<file path="config.mk">
export PLATFORM = sky130hd
export DESIGN_NAME = tcomp_engine
export DESIGN_NICKNAME = d
export VERILOG_FILES = /design/src/rtl/tcomp_pkg.sv /design/src/rtl/tcomp_index.sv /design/src/rtl/tcomp_seq.sv /design/src/rtl/tcomp_rate_reg.sv /design/src/rtl/tcomp_engine.sv
export SDC_FILE = /design/constraint.sdc
export NUM_CORES = 1
export LEC_CHECK = 0
export ABC_AREA = 1
export BUFFER_PORTS_ARGS = -buffer_cell sky130_fd_sc_hd__clkbuf_2
export CELL_PAD_IN_SITES_DETAIL_PLACEMENT = 0
export CELL_PAD_IN_SITES_GLOBAL_PLACEMENT = 1
export CORE_ASPECT_RATIO = 1.1
export CORE_MARGIN = 3
export CORE_UTILIZATION = 31
export DETAILED_ROUTE_END_ITERATION = 7
export HOLD_SLACK_MARGIN = 0.12
export PLACE_DENSITY_LB_ADDON = 0.1
export SLEW_MARGIN = 25
export SYNTH_ARGS = -nofsm -noshare
export SYNTH_HDL_FRONTEND = slang
export SYNTH_HIERARCHICAL = 1
export SYNTH_SLANG_ARGS = --single-unit
export TNS_END_PERCENT = 20
</file>
<file path="constraint.sdc">
create_clock -name clk_i -period 1.7 [get_ports clk_i]
set_clock_uncertainty 0.15 [all_clocks]
set_input_delay 0.255 -clock clk_i [delete_from_list [all_inputs] [get_ports clk_i]]
set_output_delay 0.255 -clock clk_i [all_outputs]
set_load 0.005 [all_outputs]
</file>
<file path="src/rtl/tcomp_pkg.sv">
package tcomp_pkg;
  localparam int TEMP_W  = 11;
  localparam int SHIFT   = 2;
  localparam int IDX_W   = 7;
  localparam int DATA_W  = 8;
  localparam int FINE_W  = 2;
  localparam int RATE_W  = 19;
  localparam int COARSE_W = RATE_W - FINE_W;
  localparam logic [RATE_W-1:0] NOMINAL = 19'h40000;

  typedef enum logic [1:0] {
    ST_IDLE = 2'd0,
    ST_READ = 2'd1,
    ST_LOAD = 2'd2
  } seq_state_e;
endpackage

</file>
<file path="src/rtl/tcomp_index.sv">
module tcomp_index
  import tcomp_pkg::*;
#(
  parameter int TW = TEMP_W,
  parameter int SH = SHIFT,
  parameter int IW = IDX_W
) (
  input  logic [TW-1:0] temp_i,
  output logic [IW-1:0] idx_o
);
  localparam int SW = TW - SH;
  localparam logic signed [SW-1:0] LIM_HI = SW'((1 <<< (IW-1)) - 1);
  localparam logic signed [SW-1:0] LIM_LO = -SW'(1 <<< (IW-1));

  logic signed [SW-1:0] shifted;

  assign shifted = SW'($signed(temp_i) >>> SH);

  always_comb begin
    if (shifted > LIM_HI)      idx_o = LIM_HI[IW-1:0];
    else if (shifted < LIM_LO) idx_o = LIM_LO[IW-1:0];
    else                       idx_o = shifted[IW-1:0];
  end
endmodule

</file>
<file path="src/rtl/tcomp_seq.sv">
module tcomp_seq
  import tcomp_pkg::*;
#(
  parameter int IW = IDX_W
) (
  input  logic          clk_i,
  input  logic          rst_ni,
  input  logic          en_i,
  input  logic          meas_done_i,
  input  logic [IW-1:0] idx_i,
  output logic          rd_o,
  output logic [IW-1:0] addr_o,
  output logic          load_o,
  output logic          busy_o
);
  seq_state_e state_q, state_d;
  logic       start;

  assign start = (state_q == ST_IDLE) && meas_done_i && en_i;

  always_comb begin
    state_d = state_q;
    unique case (state_q)
      ST_IDLE: if (start) state_d = ST_READ;
      ST_READ: state_d = ST_LOAD;
      ST_LOAD: state_d = ST_IDLE;
      default: state_d = ST_IDLE;
    endcase
  end

  always_ff @(posedge clk_i or negedge rst_ni) begin
    if (!rst_ni) begin
      state_q <= ST_IDLE;
      addr_o  <= '0;
    end else begin
      state_q <= state_d;
      if (start) addr_o <= idx_i;
    end
  end

  assign rd_o   = (state_q == ST_READ);
  assign load_o = (state_q == ST_LOAD);
  assign busy_o = (state_q != ST_IDLE);

  p_rd_follows_start_r7: assert property (@(posedge clk_i) disable iff (!rst_ni)
    (!busy_o && meas_done_i && en_i) |=> rd_o);
  p_disabled_no_start_r2: assert property (@(posedge clk_i) disable iff (!rst_ni)
    (!busy_o && !(meas_done_i && en_i)) |=> !busy_o);
  p_drop_while_busy_r8: assert property (@(posedge clk_i) disable iff (!rst_ni)
    (busy_o && meas_done_i) |=> !rd_o);
  p_load_after_read_r7: assert property (@(posedge clk_i) disable iff (!rst_ni)
    rd_o |=> (load_o && $stable(addr_o)));
endmodule

</file>
<file path="src/rtl/tcomp_rate_reg.sv">
module tcomp_rate_reg
  import tcomp_pkg::*;
#(
  parameter int DW = DATA_W,
  parameter int RW = RATE_W,
  parameter int FW = FINE_W,
  parameter logic [RW-1:0] NOM = NOMINAL
) (
  input  logic            clk_i,
  input  logic            rst_ni,
  input  logic            load_i,
  input  logic [DW-1:0]   corr_i,
  output logic [RW-FW-1:0] coarse_o,
  output logic [FW-1:0]   fine_o
);
  localparam int EXT = RW - DW;
  localparam int CW  = RW - FW;
  localparam logic [CW-1:0] RST_COARSE = NOM[RW-1:FW];
  localparam logic [FW-1:0] RST_FINE   = NOM[FW-1:0];
  localparam logic [CW-1:0] CO_MIN = CW'((NOM - RW'(1 << (DW-1))) >> FW);
  localparam logic [CW-1:0] CO_MAX = CW'((NOM + RW'((1 << (DW-1)) - 1)) >> FW);

  logic [RW-1:0] sum;

  assign sum = NOM + {{EXT{corr_i[DW-1]}}, corr_i};

  always_ff @(posedge clk_i or negedge rst_ni) begin
    if (!rst_ni) begin
      coarse_o <= RST_COARSE;
      fine_o   <= RST_FINE;
    end else if (load_i) begin
      coarse_o <= sum[RW-1:FW];
      fine_o   <= sum[FW-1:0];
    end
  end

  p_hold_without_load_r2: assert property (@(posedge clk_i) disable iff (!rst_ni)
    !load_i |=> ($stable(coarse_o) && $stable(fine_o)));
  p_coarse_in_band_r6: assert property (@(posedge clk_i) disable iff (!rst_ni)
    load_i |=> (coarse_o >= CO_MIN && coarse_o <= CO_MAX));
endmodule

</file>
<file path="src/rtl/tcomp_engine.sv">
module tcomp_engine
  import tcomp_pkg::*;
(
  input  logic                clk_i,
  input  logic                rst_ni,
  input  logic                en_i,
  input  logic                meas_done_i,
  input  logic [TEMP_W-1:0]   temp_i,
  output logic                tbl_rd_o,
  output logic [IDX_W-1:0]    tbl_addr_o,
  input  logic [DATA_W-1:0]   tbl_data_i,
  output logic                busy_o,
  output logic [COARSE_W-1:0] coarse_o,
  output logic [FINE_W-1:0]   fine_o
);
  logic [IDX_W-1:0] idx;
  logic             load;

  tcomp_index #(.TW(TEMP_W), .SH(SHIFT), .IW(IDX_W)) u_index (
    .temp_i (temp_i),
    .idx_o  (idx)
  );

  tcomp_seq #(.IW(IDX_W)) u_seq (
    .clk_i       (clk_i),
    .rst_ni      (rst_ni),
    .en_i        (en_i),
    .meas_done_i (meas_done_i),
    .idx_i       (idx),
    .rd_o        (tbl_rd_o),
    .addr_o      (tbl_addr_o),
    .load_o      (load),
    .busy_o      (busy_o)
  );

  tcomp_rate_reg #(.DW(DATA_W), .RW(RATE_W), .FW(FINE_W), .NOM(NOMINAL)) u_rate (
    .clk_i    (clk_i),
    .rst_ni   (rst_ni),
    .load_i   (load),
    .corr_i   (tbl_data_i),
    .coarse_o (coarse_o),
    .fine_o   (fine_o)
  );

  p_busy_ends_on_load_r7: assert property (@(posedge clk_i) disable iff (!rst_ni)
    (busy_o && !tbl_rd_o) |=> !busy_o);
endmodule

</file>
==> insert_results.sql, run 1 <==
INSERT INTO impl_metrics (metric_group, metric, value, unit) VALUES
('status', 'outcome', 'completed', ''),
('routing', 'drt_iter0_drc', '14', ''),
('die', 'num_rows', '19', ''),
('logic_synthesis', 'avgSynthCellArea', '8.12', 'um^2'),
('cts', 'numClockSinks', '18', ''),
('timing', 'finalHoldViolCount', '0', ''),
('die', 'die_x', '56.2', 'um'),
('cts', 'htreeDepth', '1', ''),
('logic_synthesis', 'synth.net_count', '129', ''),
('global_routing', 'grt-ovfl-total', '0', ''),
('layout', 'filler_cell_count', '262', ''),
('cts', 'cts-resized-gates', '0', ''),
('logic_synthesis', 'synth_most_common_cell', 'nand2_1', ''),
('critical_path', 'timing.critical_path.fanout_max', '9', ''),
('placement', 'globalplace.congestion', '0.688', ''),
('timing', 'clock.fmax', '644', 'MHz'),
('routing', 'drt.antenna.violating_nets', '0', ''),
('timing', 'totalNegativeSetupSlack', '0', 'ns'),
('cts', 'clock_path_buffers', '2', ''),
('logic_synthesis', 'synth.top_cells.by_count', 'nand2_1, dfrtp_1, buf_4', ''),
('global_routing', 'via_count_of_the_first_global_routing_pass', '745', ''),
('critical_path', 'timing.critical_path.to_type', 'primary output', ''),
('timing', 'grt_setup_unrepaired', 'no', ''),
('global_routing', 'globalRouteTotalUtil', '11.6', '%'),
('timing', 'count_of_final_max_slew_check_failures', '0', ''),
('cts', 'cts_hold_repair.buffers', '10', ''),
('run', 'cap_viol_max_count', '0', ''),
('cts', 'cts.reportedPaths.clkPinSlew', '0.10', 'ns'),
('power', 'power.ir.vdd_worst', '0.471', 'mV'),
('placement', 'port_buffers', '48', ''),
('routing', 'routed_wire_length_per_instance', '9.96', 'um'),
('routing', 'drtPass1Iterations', '3', ''),
('layout', 'design_area', '1190', 'um^2'),
('cts', 'worstSkewPairLatency', '0.28', 'ns'),
('placement', 'place_hpwl', '1.46', 'mm'),
('routing', 'route.final.wire_length', '1.87', 'mm'),
('power', 'leakage', '0.728', 'nW'),
('logic_synthesis', 'ys_seq_area_share', '52.5', '%'),
('die', 'die_h', '61.3', 'um'),
('logic_synthesis', 'yosysTopAreaCell', 'dfrtp_1', ''),
('layout', 'antenna_cells_inserted', '0', ''),
('logic_synthesis', 'ys_dominant_reg_cell', 'dfrtp_1', ''),
('timing', 'period_minus_slack', '1.55', 'ns'),
('logic_synthesis', 'yosys_register_bits', '18', ''),
('logic_synthesis', 'postSynthCellCount', '106', ''),
('critical_path', 'cell_breakdown_of_the_critical_path', 'nor2_4, inv_1, clkbuf_2', ''),
('layout', 'multi_input_combinational_cell_area', '293', 'um^2'),
('global_routing', 'grt_antenna_before_repair', '0', ''),
('power', 'p_per_area', '997', 'nW/um^2'),
('worst_hold_path', 'timing.hold.worst.class', 'primary input to register', ''),
('cts', 'cts.repair_timing.setup_buffer_count', '0', ''),
('cts', 'tritoncts_clock_tree', 'done', ''),
('layout', 'nNetsFinal', '181', ''),
('layout', 'layout-drive-gt1-share', '38.2', '%'),
('cts', 'cts-root-buf', 'clkbuf_4', ''),
('routing', 'routed-via-count', '797', ''),
('logic_synthesis', 'synth.top_cell.area_share', '49.4', '%'),
('die', 'pin_count', '51', ''),
('critical_path', 'cp_data_required_time', '1.29', 'ns'),
('critical_path', 'r2r_setup_slack', '0.52', 'ns'),
('critical_path', 'path_class', 'register to primary output', ''),
('die', 'starting_density', '33.5', '%'),
('routing', 'remaining_drc_errors', '0', ''),
('logic_synthesis', 'synth_edf_count', '0', ''),
('critical_path', 'cp_slowest_stage_delay', '0.43', 'ns'),
('critical_path', 'worst-endpoint-arrival', '1.15', 'ns'),
('logic_synthesis', 'ys_top_cells_by_area', 'dfrtp_1, nand2_1, buf_4', ''),
('critical_path', 'cpLargestDelayFamily', 'flip-flops', ''),
('logic_synthesis', 'synthArstFlopShare', '100', '%'),
('global_routing', 'grt_pass1_wl', '3.12', 'mm'),
('logic_synthesis', 'synth.distinct_cells', '14', '');
cell families (layout without fill, tap and decap cells):
family	after synthesis	after routing	share of synthesized area (%)
buf+inv	19	70	13.5
flops	18	18	52.5
compound gates	1	1	1.31
simple gates	68	68	32.7
final timing paths:
path	from	endpoint	cells after the start
max	u_seq/state_q[0]	busy_o	3
min reg2reg	u_rate/coarse_o[16]	u_rate/coarse_o[16]	2
max reg2reg	u_seq/state_q[0]	u_seq/addr_o[6]	4
min	temp_i[6]	u_seq/addr_o[4]	5
min in group asynchronous	rst_ni	u_rate/coarse_o[1]	2
max in group asynchronous	rst_ni	u_rate/coarse_o[16]	2
cells in the final DEF (no fill, tap or decap):
cell type / instances
nand2_1: 55
clkbuf_2: 48
dfrtp_1: 17
dlygate4sd3_1: 10
nand3_1: 7
inv_1: 5
clkbuf_4: 3
nor2_1: 3
inv_2: 2
clkbuf_8: 1
nand2_2: 1
o21bai_2: 1
dfstp_2: 1
buf_4: 1
nor2_4: 1
nand2_4: 1
registers in the layout (all words and copies together) (netlist names):
name             count
u_rate/fine_o        2
u_seq/state_q        2
u_seq/addr_o         7
u_rate/coarse_o      7
layer usage:
layer / global-route usage, % / vias up / wire, um
met5: 0 / - / 0
met2: 20.7 / 33 / 918
met1: 13.4 / 352 / 801
met4: 6.10 / 0 / 0
met3: 2.52 / 0 / 153
li1: - / 412 / -
cell type report:
class                   instances  area share [%]
clock buffers                   4            3.04
flip-flops and latches         18            37.8
repair buffers                 59            29.1
well taps                      31            3.25
multi-input cells              69            24.5
inverters                       7            2.20
tightest hold or removal path, cell delays in order:
cell	delay, ns
clkbuf_2	0.08
nand2_1	0.05
nand2_1	0.04
nand3_1	0.07
nand2_1	0.05
power breakdown:
part / switching, mW / internal [mW] / total (mW) / leakage [nW]
clock network: 0.125 / 0.130 / 0.256 / 0.0210
logic: 0.169 / 0.177 / 0.346 / 0.486
registers: 0.0657 / 0.523 / 0.589 / 0.221
per-stage QoR:
stage          setup slack, ns  power, mW  instances  hold slack (ns)
2_1_floorplan            0.590      0.805        106           -0.191
3_3_place_gp             0.454      0.922        174           0.0705
3_5_place_dp             0.450      0.935        174           0.0659
4_1_cts                  0.117       1.21        188            0.128
5_1_grt                 0.0314       1.29        188            0.142
6_report                 0.148       1.19        188            0.139
No activity file was read; power rests on OpenSTA's default activity.
==> run 2: changes to the inputs <==
Settings changed: REMOVE_ABC_BUFFERS from default to 1.
==> run 2 against run 1 <==
Effect of this change: register-to-register slack got worse by 0.02 ns; global-route usage rose by 0.71 points; die area stayed put; sequential share of layout area stayed put; highest routed layer is now met4.
==> insert_results.sql, run 2 (synthesis results as in run 1) <==
INSERT INTO impl_metrics (metric_group, metric, value, unit) VALUES
('layout', 'layoutNonFillerInstCount', '188', ''),
('cts', 'cts-resized-gates', '0', ''),
('routing', 'drt.antenna.violating_nets', '0', ''),
('cts', 'htreeDepth', '1', ''),
('global_routing', 'use_met3', '2.31', '%'),
('die', 'starting_density', '33.5', '%'),
('die', 'die_h', '61.3', 'um'),
('layout', 'registers_with_the_most_flip_flops', 'u_rate/coarse_o (7), u_seq/addr_o (7)', ''),
('global_routing', 'grt_util_met2', '22.7', '%'),
('timing', 'clock.fmax', '631', 'MHz'),
('cts', 'cts-root-buf', 'clkbuf_4', ''),
('worst_hold_path', 'timing.hold.worst.class', 'primary input to register', ''),
('die', 'pin_count', '51', ''),
('routing', 'route.final.wire_length', '1.90', 'mm'),
('critical_path', 'cpLargestDelayFamily', 'flip-flops', ''),
('critical_path', 'regToRegStartpoint', 'u_seq/state_q[1]', ''),
('status', 'outcome', 'completed', ''),
('timing', 'timing.max_slew.rel_slack', '71.2', '%'),
('global_routing', 'grt-ovfl-total', '0', ''),
('critical_path', 'cp_slowest_stage_delay', '0.45', 'ns'),
('global_routing', 'grt_start_max_net_pins', '19', ''),
('critical_path', 'crit_path_start_kind', 'register', ''),
('routing', 'routed_wire_length_per_instance', '10.1', 'um'),
('critical_path', 'worst-endpoint-arrival', '1.18', 'ns'),
('layout', 'final_cell_mix', 'nand2_1, clkbuf_2, dfrtp_1', ''),
('timing', 'finalHoldViolCount', '0', ''),
('layout', 'antenna_cells_inserted', '0', ''),
('timing', 'totalNegativeSetupSlack', '0', 'ns'),
('global_routing', 'met1_capacity_usage_during_global_routing', '13.2', '%'),
('critical_path', 'critPathLaunch', 'u_seq/state_q[1]', ''),
('die', 'num_rows', '19', ''),
('power', 'total_power', '1.19', 'mW'),
('cts', 'worstSkewPairLatency', '0.29', 'ns'),
('cts', 'numClockSinks', '18', ''),
('critical_path', 'path_class', 'register to primary output', ''),
('layout', 'area.growth.synth_to_final', '38.7', '%'),
('critical_path', 'r2r_setup_slack', '0.50', 'ns'),
('placement', 'area_of_placed_instances', '1060', 'um^2'),
('routing', 'remaining_drc_errors', '0', ''),
('timing', 'count_of_final_max_slew_check_failures', '0', ''),
('critical_path', 'cp_data_required_time', '1.29', 'ns'),
('critical_path', 'library_cell_contributing_the_largest_single_delay_on_the_critical_path', 'dfrtp_1', ''),
('critical_path', 'timing.critical_path.fanout_max', '9', ''),
('timing', 'grt_setup_unrepaired', 'no', ''),
('worst_hold_path', 'worstHoldStart', 'temp_i[3]', ''),
('global_routing', 'via_count_of_the_first_global_routing_pass', '756', ''),
('worst_hold_path', 'hold_path_end', 'u_seq/addr_o[1]', ''),
('cts', 'tritoncts_clock_tree', 'done', ''),
('global_routing', 'grt_pass1_wl', '3.21', 'mm'),
('routing', 'routed_via_density', '4.19', ''),
('critical_path', 'critical_path_cell_count', '3', ''),
('die', 'die_x', '56.2', 'um'),
('die', 'dieArea', '3450', 'um^2'),
('cts', 'cts_made_buffers', '3', ''),
('die', 'core_area', '2570', 'um^2'),
('cts', 'cts.reportedPaths.clkPinSlew', '0.10', 'ns'),
('routing', 'drtPass1Iterations', '2', ''),
('power', 'leakage', '0.728', 'nW'),
('timing', 'worst_slack', '0.114', 'ns'),
('layout', 'final_common_cell', 'nand2_1', ''),
('timing', 'period_minus_slack', '1.59', 'ns'),
('placement', 'place_ws', '0.441', 'ns'),
('global_routing', 'grt_busiest_layer', 'met2', ''),
('timing', 'final.period_utilization', '93.3', '%'),
('global_routing', 'globalRouteTotalUtil', '12.3', '%'),
('placement', 'globalplace.congestion', '0.710', ''),
('layout', 'layout-drive-gt1-share', '38.2', '%'),
('placement', 'port_buffers', '48', ''),
('critical_path', 'timing.critical_path.to_type', 'primary output', ''),
('global_routing', 'grt_antenna_before_repair', '0', ''),
('critical_path', 'cell_breakdown_of_the_critical_path', 'nor2_4, inv_1, clkbuf_2', ''),
('power', 'power.ir.vdd_worst', '0.550', 'mV'),
('critical_path', 'timing.reg2reg.worst_path_depth', '5', ''),
('layout', 'nNetsFinal', '181', ''),
('cts', 'clock_path_buffers', '2', ''),
('run', 'cap_viol_max_count', '0', ''),
('worst_hold_path', 'worst_hold_depth', '5', ''),
('timing', 'final-setup-viol-count', '0', ''),
('critical_path', 'critical_path.n_buffers_inverters', '2', ''),
('placement', 'placed_cells', '174', ''),
('power', 'p_per_area', '997', 'nW/um^2'),
('placement', 'place_hpwl', '1.44', 'mm'),
('critical_path', 'crit-reg2reg-capture', 'u_rate/coarse_o[16]', ''),
('layout', 'design_area', '1190', 'um^2'),
('routing', 'drt_iter0_drc', '15', ''),
('routing', 'routed-via-count', '787', ''),
('timing', 'tightestPinTransition', '0.432', 'ns');
==> run 2: area by class of cell <==
type / count / area, um^2
fillers: 266 / 1370
clock buffers: 4 / 36.3
well taps: 31 / 38.8
inverters: 7 / 26.3
repair buffers: 59 / 348
multi-input cells: 69 / 293
flip-flops and latches: 18 / 452
==> run 2: how the worst max path moves through the flow <==
stage | end | slack (ns)
floorplan | u_rate/coarse_o[10] | 0.36
global placement | busy_o | 0.45
detailed placement | busy_o | 0.44
CTS | busy_o | 0.11
global route | busy_o | 0.03
finish | busy_o | 0.11
==> run 2: report_power, final <==
part           internal [mW]  switching (mW)
Combinational          0.177           0.167
Clock                  0.130           0.129
Sequential             0.523          0.0644
Total                  0.830           0.360
==> run 2: metrics by stage <==
stage	utilization [%]	hold WS (ns)
global placement	41.2	0.0700
detailed placement	41.2	0.0756
global route	46.5	0.137
CTS	46.5	0.124
finish	46.5	0.135
floorplan	-	-0.191
==> run 2: worst min-delay path, stage by stage <==
cell	delay, ns
clkbuf_2	0.08
nand2_1	0.05
nand2_1	0.04
nand3_1	0.07
nand2_1	0.05
==> run 2: layer usage <==
layer	wire length [um]	vias to the layer above	share of wire, %
met4	27	0	1.4
met3	150	2	7.9
met2	987	36	52
met5	0	-	0
li1	-	410	-
met1	736	339	39
==> run 2: repair_timing <==
item,4_1_cts,5_1_grt
setup buffers,0,0
endpoints found under the hold margin,28,0
hold buffers,10,0
